[src/rtl/tdiv_pkg.sv]
package tdiv_pkg;

    localparam int WORD_W   = 32;
    localparam int DIV_W    = 6;
    localparam int SEL_MAXW = 3;
    localparam int STOP_POS = 8;

    typedef struct packed {
        logic                stop;
        logic [SEL_MAXW-1:0] sel;
        logic [DIV_W-1:0]    div;
    } ctrl_t;

    function automatic int sel_lsb(input int src_count);
        if (src_count == 8)      return 12;
        else if (src_count == 4) return 6;
        else                     return 0;
    endfunction

    function automatic int sel_width(input int src_count);
        if (src_count == 8)      return 3;
        else if (src_count == 4) return 2;
        else                     return 0;
    endfunction

    function automatic logic [WORD_W-1:0] defined_mask(input int src_count);
        logic [WORD_W-1:0] m;
        m = WORD_W'((1 << DIV_W) - 1) | (WORD_W'(1) << STOP_POS);
        m = m | (WORD_W'((1 << sel_width(src_count)) - 1) << sel_lsb(src_count));
        return m;
    endfunction

    function automatic ctrl_t unpack_word(input logic [WORD_W-1:0] w, input int src_count);
        ctrl_t c;
        c.div  = w[DIV_W-1:0];
        c.stop = w[STOP_POS];
        c.sel  = SEL_MAXW'((w >> sel_lsb(src_count)) &
                           WORD_W'((1 << sel_width(src_count)) - 1));
        return c;
    endfunction

    function automatic logic [WORD_W-1:0] pack_word(input ctrl_t c, input int src_count);
        logic [WORD_W-1:0] w;
        w = WORD_W'(c.div) | (WORD_W'(c.stop) << STOP_POS);
        if (sel_width(src_count) > 0)
            w = w | (WORD_W'(c.sel) << sel_lsb(src_count));
        return w;
    endfunction

    function automatic ctrl_t force_nonzero(input ctrl_t c);
        ctrl_t r;
        r = c;
        if (c.stop && (c.div == '0))
            r.div = '1;
        return r;
    endfunction

    localparam ctrl_t CTRL_RESET = '{stop: 1'b1, sel: '0, div: '1};

endpackage

[src/rtl/tdiv_ctrl_reg.sv]
module tdiv_ctrl_reg
    import tdiv_pkg::*;
#(
    parameter int SRC_COUNT = 8
) (
    input  logic              clk,
    input  logic              rst,
    input  logic              wr_en,
    input  logic [WORD_W-1:0] wr_data,
    output ctrl_t             ctrl,
    output logic              restart
);
    ctrl_t next_ctrl;

    always_comb begin
        next_ctrl = force_nonzero(unpack_word(wr_data, SRC_COUNT));
        restart   = wr_en && ((next_ctrl.div != ctrl.div) || (next_ctrl.sel != ctrl.sel));
    end

    always_ff @(posedge clk) begin
        if (rst)
            ctrl <= CTRL_RESET;
        else if (wr_en)
            ctrl <= next_ctrl;
    end
endmodule

[src/rtl/tdiv_src_mux.sv]
module tdiv_src_mux
    import tdiv_pkg::*;
#(
    parameter int SRC_COUNT = 8
) (
    input  logic [SRC_COUNT-1:0] src_tick,
    input  logic [SEL_MAXW-1:0]  sel,
    output logic                 sel_tick
);
    localparam int SW = (sel_width(SRC_COUNT) > 0) ? sel_width(SRC_COUNT) : 1;

    generate
        if (SRC_COUNT == 1) begin : g_fixed
            logic unused_sel;
            assign unused_sel = ^sel;
            assign sel_tick   = src_tick[0];
        end else begin : g_multi
            logic [SW-1:0] idx;
            assign idx      = sel[SW-1:0];
            assign sel_tick = src_tick[idx];
        end
    endgenerate
endmodule

[src/rtl/tdiv_tick_count.sv]
module tdiv_tick_count
    import tdiv_pkg::*;
(
    input  logic             clk,
    input  logic             rst,
    input  logic             restart,
    input  logic             stop,
    input  logic [DIV_W-1:0] div,
    input  logic             sel_tick,
    output logic             tick_out
);
    logic [DIV_W-1:0] cnt;
    logic             at_end;

    assign at_end   = (cnt >= div);
    assign tick_out = sel_tick && !stop && at_end;

    always_ff @(posedge clk) begin
        if (rst || stop || restart)
            cnt <= '0;
        else if (sel_tick)
            cnt <= at_end ? '0 : cnt + 1'b1;
    end
endmodule

[src/rtl/prog_tick_divider.sv]
module prog_tick_divider
    import tdiv_pkg::*;
#(
    parameter int SRC_COUNT = 8
) (
    input  logic                 clk,
    input  logic                 rst,
    input  logic                 wr_en,
    input  logic [31:0]          wr_data,
    output logic [31:0]          rd_data,
    input  logic [SRC_COUNT-1:0] src_tick,
    output logic                 tick_out,
    output logic                 running
);
    ctrl_t ctrl;
    logic  restart;
    logic  sel_tick;

    tdiv_ctrl_reg #(.SRC_COUNT(SRC_COUNT)) u_reg (
        .clk     (clk),
        .rst     (rst),
        .wr_en   (wr_en),
        .wr_data (wr_data),
        .ctrl    (ctrl),
        .restart (restart)
    );

    tdiv_src_mux #(.SRC_COUNT(SRC_COUNT)) u_mux (
        .src_tick (src_tick),
        .sel      (ctrl.sel),
        .sel_tick (sel_tick)
    );

    tdiv_tick_count u_cnt (
        .clk      (clk),
        .rst      (rst),
        .restart  (restart),
        .stop     (ctrl.stop),
        .div      (ctrl.div),
        .sel_tick (sel_tick),
        .tick_out (tick_out)
    );

    assign rd_data = pack_word(ctrl, SRC_COUNT);
    assign running = !ctrl.stop;
endmodule

[config.mk]
export PLATFORM = sky130hd
export DESIGN_NAME = prog_tick_divider
export DESIGN_NICKNAME = d
export VERILOG_FILES = /design/src/rtl/tdiv_pkg.sv /design/src/rtl/tdiv_ctrl_reg.sv /design/src/rtl/tdiv_src_mux.sv /design/src/rtl/tdiv_tick_count.sv /design/src/rtl/prog_tick_divider.sv
export SDC_FILE = /design/constraint.sdc
export NUM_CORES = 1
export LEC_CHECK = 0
export BUFFER_PORTS_ARGS = -buffer_cell sky130_fd_sc_hd__buf_4
export CORE_MARGIN = 4
export CORE_UTILIZATION = 47
export CTS_CLUSTER_SIZE = 30
export DETAILED_ROUTE_END_ITERATION = 6
export PLACE_DENSITY_LB_ADDON = 0.2
export SYNTH_ARGS = -nofsm -noshare
export SYNTH_HDL_FRONTEND = slang
export SYNTH_SLANG_ARGS = --single-unit
[constraint.sdc]
create_clock -name clk -period 5.1 [get_ports clk]
set_clock_uncertainty 0.1 [all_clocks]
set_input_delay 1.53 -clock clk [delete_from_list [all_inputs] [get_ports clk]]
set_output_delay 1.53 -clock clk [all_outputs]
set_load 0.02 [all_outputs]
* Word-level counts from Yosys, hierarchy flattened
Index checks and enable logic that the tools add are counted.
** Word-level totals
- Register bits :: 16
- Input bits :: 43
- Output and inout bits :: 34
- Logic and storage cells :: 24
** Operators by class
- Equal/unequal tests :: 2
- Bitwise logic cells :: 2
- Mux-type cells :: 4
- Add/sub/neg operators :: 1
- Reductions and logical operators :: 9
- Order comparisons :: 2
** Operators by type and width (count)
- $or 9x15->15 :: 1
- $mux 6 :: 2
- $or 6x9->9 :: 1
- $add 6x1->6 const B :: 1
- $ge 6x6->1 :: 1
- $logic_not 6->1 :: 1
- $ne 6x6->1 :: 1
- $logic_and 1x1->1 :: 4
- $lt 3x4->1 const B :: 1
- $bmux 1 s3 :: 1
- $logic_or 1x1->1 :: 3
- $ne 3x3->1 :: 1
- $logic_not 1->1 :: 1
- $mux 1 :: 1

* Longest topological paths before layout
- Depth in word-level cells :: 7
- Depth in mapped cells :: 7
- Mapped depth without buffers :: 7

* Modules after synthesis
A second synthesis with hierarchy kept.
** Second synthesis, totals
- Cell total of the unflattened synthesis :: 143
- Area, all modules :: 1273.7 um2
** Modules (own cells, without submodules)
- tdiv_ctrl_reg :: sequential area each 200.2 um2, instances 1, area each 590.6 um2, cells each 68
- tdiv_tick_count :: sequential area each 120.1 um2, instances 1, area each 446.7 um2, cells each 48
- prog_tick_divider :: sequential area each 0.0 um2, instances 1, area each 172.7 um2, cells each 24
- tdiv_src_mux :: sequential area each 0.0 um2, instances 1, area each 63.8 um2, cells each 3

* Least setup slack after synthesis
OpenSTA, ideal clock, no wires.
- Path kind :: input -> output
- Start point :: input port src_tick[5]
- End point :: output port tick_out
- Stages on the path :: 4
- Arrival :: 2464 ps
- Path slack :: 1006 ps
- Path buffers :: 1
- Path through :: mux4_2 mux2i_4 buf_6 nor3_1
** On the way
- Longest elaborated chain between the ends :: 4
** Ends and longest elaborated chain
- start, declared :: RTL line prog_tick_divider.sv:11 : input logic [SRC_COUNT-1:0] src_tick,
- $bmux 1 s3 :: RTL line tdiv_src_mux.sv:20 : assign sel_tick = src_tick[idx];
- $mux 1 (implied by the code) :: RTL line tdiv_src_mux.sv:20
- $logic_and 1x1->1 (2 in a row) :: RTL line tdiv_tick_count.sv:16 : assign tick_out = sel_tick && !stop && at_end;
- end, declared :: RTL line prog_tick_divider.sv:12 : output logic tick_out,
No other way between the ends. The select of a mux whose other input is x is not followed.

* Final worst setup path
- Start point :: input port src_tick[3]
- End point :: output port tick_out
Same word-level chain as after synthesis.

==> metrics <==
status=finished, final reports clean; area share of fa/ha/maj cells after synthesis=6.55%; layout cell share with drive strength beyond 1=25.5%; final setup fails=0; number of setup buffers added after CTS=0; depth of the most critical reg-to-reg path=7; number of max-cap violations=0; die boundary height=61.3 um; total of warnings raised by yosys=0; RSZ-0062 raised after global routing=no; Synth Area in Simple Gates=around 25%; post-cts hold buffer count=0; class of the most critical hold timing path=reg2reg; Max FO, Critical Path=13; number of buffers added by the clock tree synthesis step=3; Clock Tree Root=clkbuf_4; data arrival time of the critical path=2.75 ns; setup slack after layout=0.723 ns; Post-layout nets=239; areal power density over the cells=203 nW/um^2; post-synthesis compound-gate area fraction=16.1%; fraction of the cycle the final worst path needs=85.8%; DPL Wire Length=around 2200 um; overall fraction of global-route tracks in use=16.3%; Clock Path Buffers=2; Final Hold Viols=0; summed instance area of the synthesized netlist=between 1000 and 1500 sq um; maximum number of pins on one net before global-route repair=19; area added between synthesis and finish=14.4%; Slowest cell on crit path=mux4_2; synthesis-stage register bit count=16; Antenna diodes=0; vias in the first global route=1070; Leakage=0.695 nW; startpoint of the tightest hold check path=u_cnt.cnt[1]; Worst Hold Depth=2; Worst Max-Slew Pin Slew=0.681 ns; cell types with the largest area share after synthesis=dfxtp_1, buf_4, ha_1; mean cell area of the mapped netlist=8.40 sq um; reg-to-reg setup timing slack=2.91 ns; Std-Cell Rows=19; required time reported for the critical path endpoint=3.47 ns; sinks on the clock net=16; remaining routing DRC violations=0; CP top delay family=multiplexers; # IOs=77; final setup TNS=0 ns; Post-Route WL=2720 um; max_slew headroom=54.6%; area share of the largest cell type after synthesis=between 20% and 30%; total number of vias=1116; Worst Path Buf+Inv=2; XOR/XNOR Fraction of Synth Area=~3.9%; fin crit period=roughly 4.4 ns; count of TritonRoute iterations in the first routing pass=4; dominant combinational cell family by area after synthesis=simple AND/OR/NAND/NOR gates; startpoint of the lowest-slack register-to-register path=u_reg.ctrl[2]; sequential area share after synthesis=about a quarter; First DRT Iteration DRCs=49; total congestion overflow after global routing=0; Resized cells post-CTS=0; number of antenna violations at the first check in global routing=0; end of the worst hold path=u_cnt.cnt[1]; library cells used by synthesis=41; Worst path most repeated cell=buf_4; last weighted congestion value of the routability-driven placer=0.807; cells along the critical path=buf_4, mux4_2, mux2i_4, nor3_1, buf_4; average via count per standard cell=5.10; die footprint=roughly 3800 sq um; Setup crit end kind=output pin; number of nets still failing antenna checks after routing=0; number of max-slew violations in the final report=0; die width=61.3 um; initial core utilization=48.9%; critical path launch point type=primary input; maximum cell stage delay along the critical path=about 0.48 ns; clock latency at the later pin of the worst-skew pair=about 0.3 ns; cell count after synthesis=approximately 160; core area=~2700 sq um; endpoint of the worst-slack reg-to-reg timing path=u_cnt.cnt[2]; clock transition at the registers of the reported paths=0.10 ns; first-pass GRT wire length=4600 um; cell type with the largest total area after synthesis=dfxtp_1; number of buffers added on ports=32; peak ir drop on the vdd network=~0.14 mV; Worst Path Class, Setup=in2out; final core utilization=55.9%; Clock H-tree levels=1; post-synthesis mux area share=7.30%; Avg WL per Cell=around 12 um; Setup WS pre-CTS=0.722 ns; clock tree from TritonCTS=done; maximum clock frequency=228 MHz
registers in the layout, indices dropped and copies added (netlist names):
name and cells:
u_reg.ctrl 10, u_cnt.cnt 6
placed cells by master (no fill, tap or decap), drive strengths merged, types with 2 or more instances in the layout:
cell    count
xnor2       6
nor4bb      2
nor2b       2
mux4        2
and3        2
a31oi       3
conb       22
a22oi       2
nand3       5
mux2i       4
nor3        7
inv         8
buf        32
ha          7
nor2       11
dfxtp      16
clkbuf      4
nor3b       6
o21ai       8
nand2      18
a21oi       8
routing by layer:
layer / global-route usage, % / vias to the layer above / wire length [um]
met2: 27.5 / 35 / 1350
li1: - / 569 / -
met3: 3.14 / 5 / 177
met5: 0 / - / 0
met4: 7.12 / 0 / 41
met1: 20.1 / 507 / 1140
tightest hold or removal path, stage by stage, from the launching register on:
cell     delay, ns
dfxtp_1       0.35
nand2_1       0.07
a21oi_1       0.05
how the worst max path moves through the flow:
stage,cells past startpoint,start,slack [ns],endpoint
4_1_cts,5,src_tick[3],0.72,tick_out
3_5_place_dp,5,src_tick[3],0.72,tick_out
5_1_grt,5,src_tick[7],0.66,tick_out
3_3_place_gp,5,src_tick[3],0.73,tick_out
6_report,5,src_tick[3],0.72,tick_out
2_1_floorplan,4,src_tick[5],1.01,tick_out
stage by stage:
step	power (W)	std cells	cell area, sq um	hold slack, ns
2_1_floorplan	0.000210	180	1420	0.365
6_report	0.000311	219	1530	0.399
3_3_place_gp	0.000223	215	1490	0.381
4_1_cts	0.000314	219	1530	0.400
5_1_grt	0.000329	219	1530	0.429
3_5_place_dp	0.000225	215	1490	0.386
cells in the mapped netlist (all sizes together):
cell type,instances
a21oi,8
buf,26
or2,1
a211oi,1
nor3,7
nor2b,2
nor3b,6
a21o,1
o32ai,1
and2,1
nand3b,1
a31oi,3
dfxtp,16
conb,1
a41oi,1
ha,7
mux2i,4
a2111oi,1
o21ai,8
nand4,1
nor4,1
mux4,2
clkbuf,2
o22ai,1
nand3,5
nor4bb,2
o211ai,1
a22oi,2
and3,2
xnor2,6
a221oi,1
inv,8
nand2,18
nor2,11
report_power, final:
group	internal (W)	switching [W]
registers	0.000130	0.00000710
logic	0.0000350	0.0000506
clock network	0.0000435	0.0000450
total	0.000208	0.000103
kinds of logic after synthesis:
kind of cell,Yosys count
and+or+nand+nor,58
AOI/OAI and AO/OA,29
adders and majority gates,7
DFF,16
muxes,6
buffers and inverters,36
xor gates and xnor gates,6
other,1
layout make-up:
cell class,count,area [sq um]
fill,247,1200
multi-input combinational,128,863
sequential,16,320
timing repair buffer,32,240
tap,31,38.8
clock buffer,4,36.3
inverter,8,30.0
(Power assumes the default switching activity.)
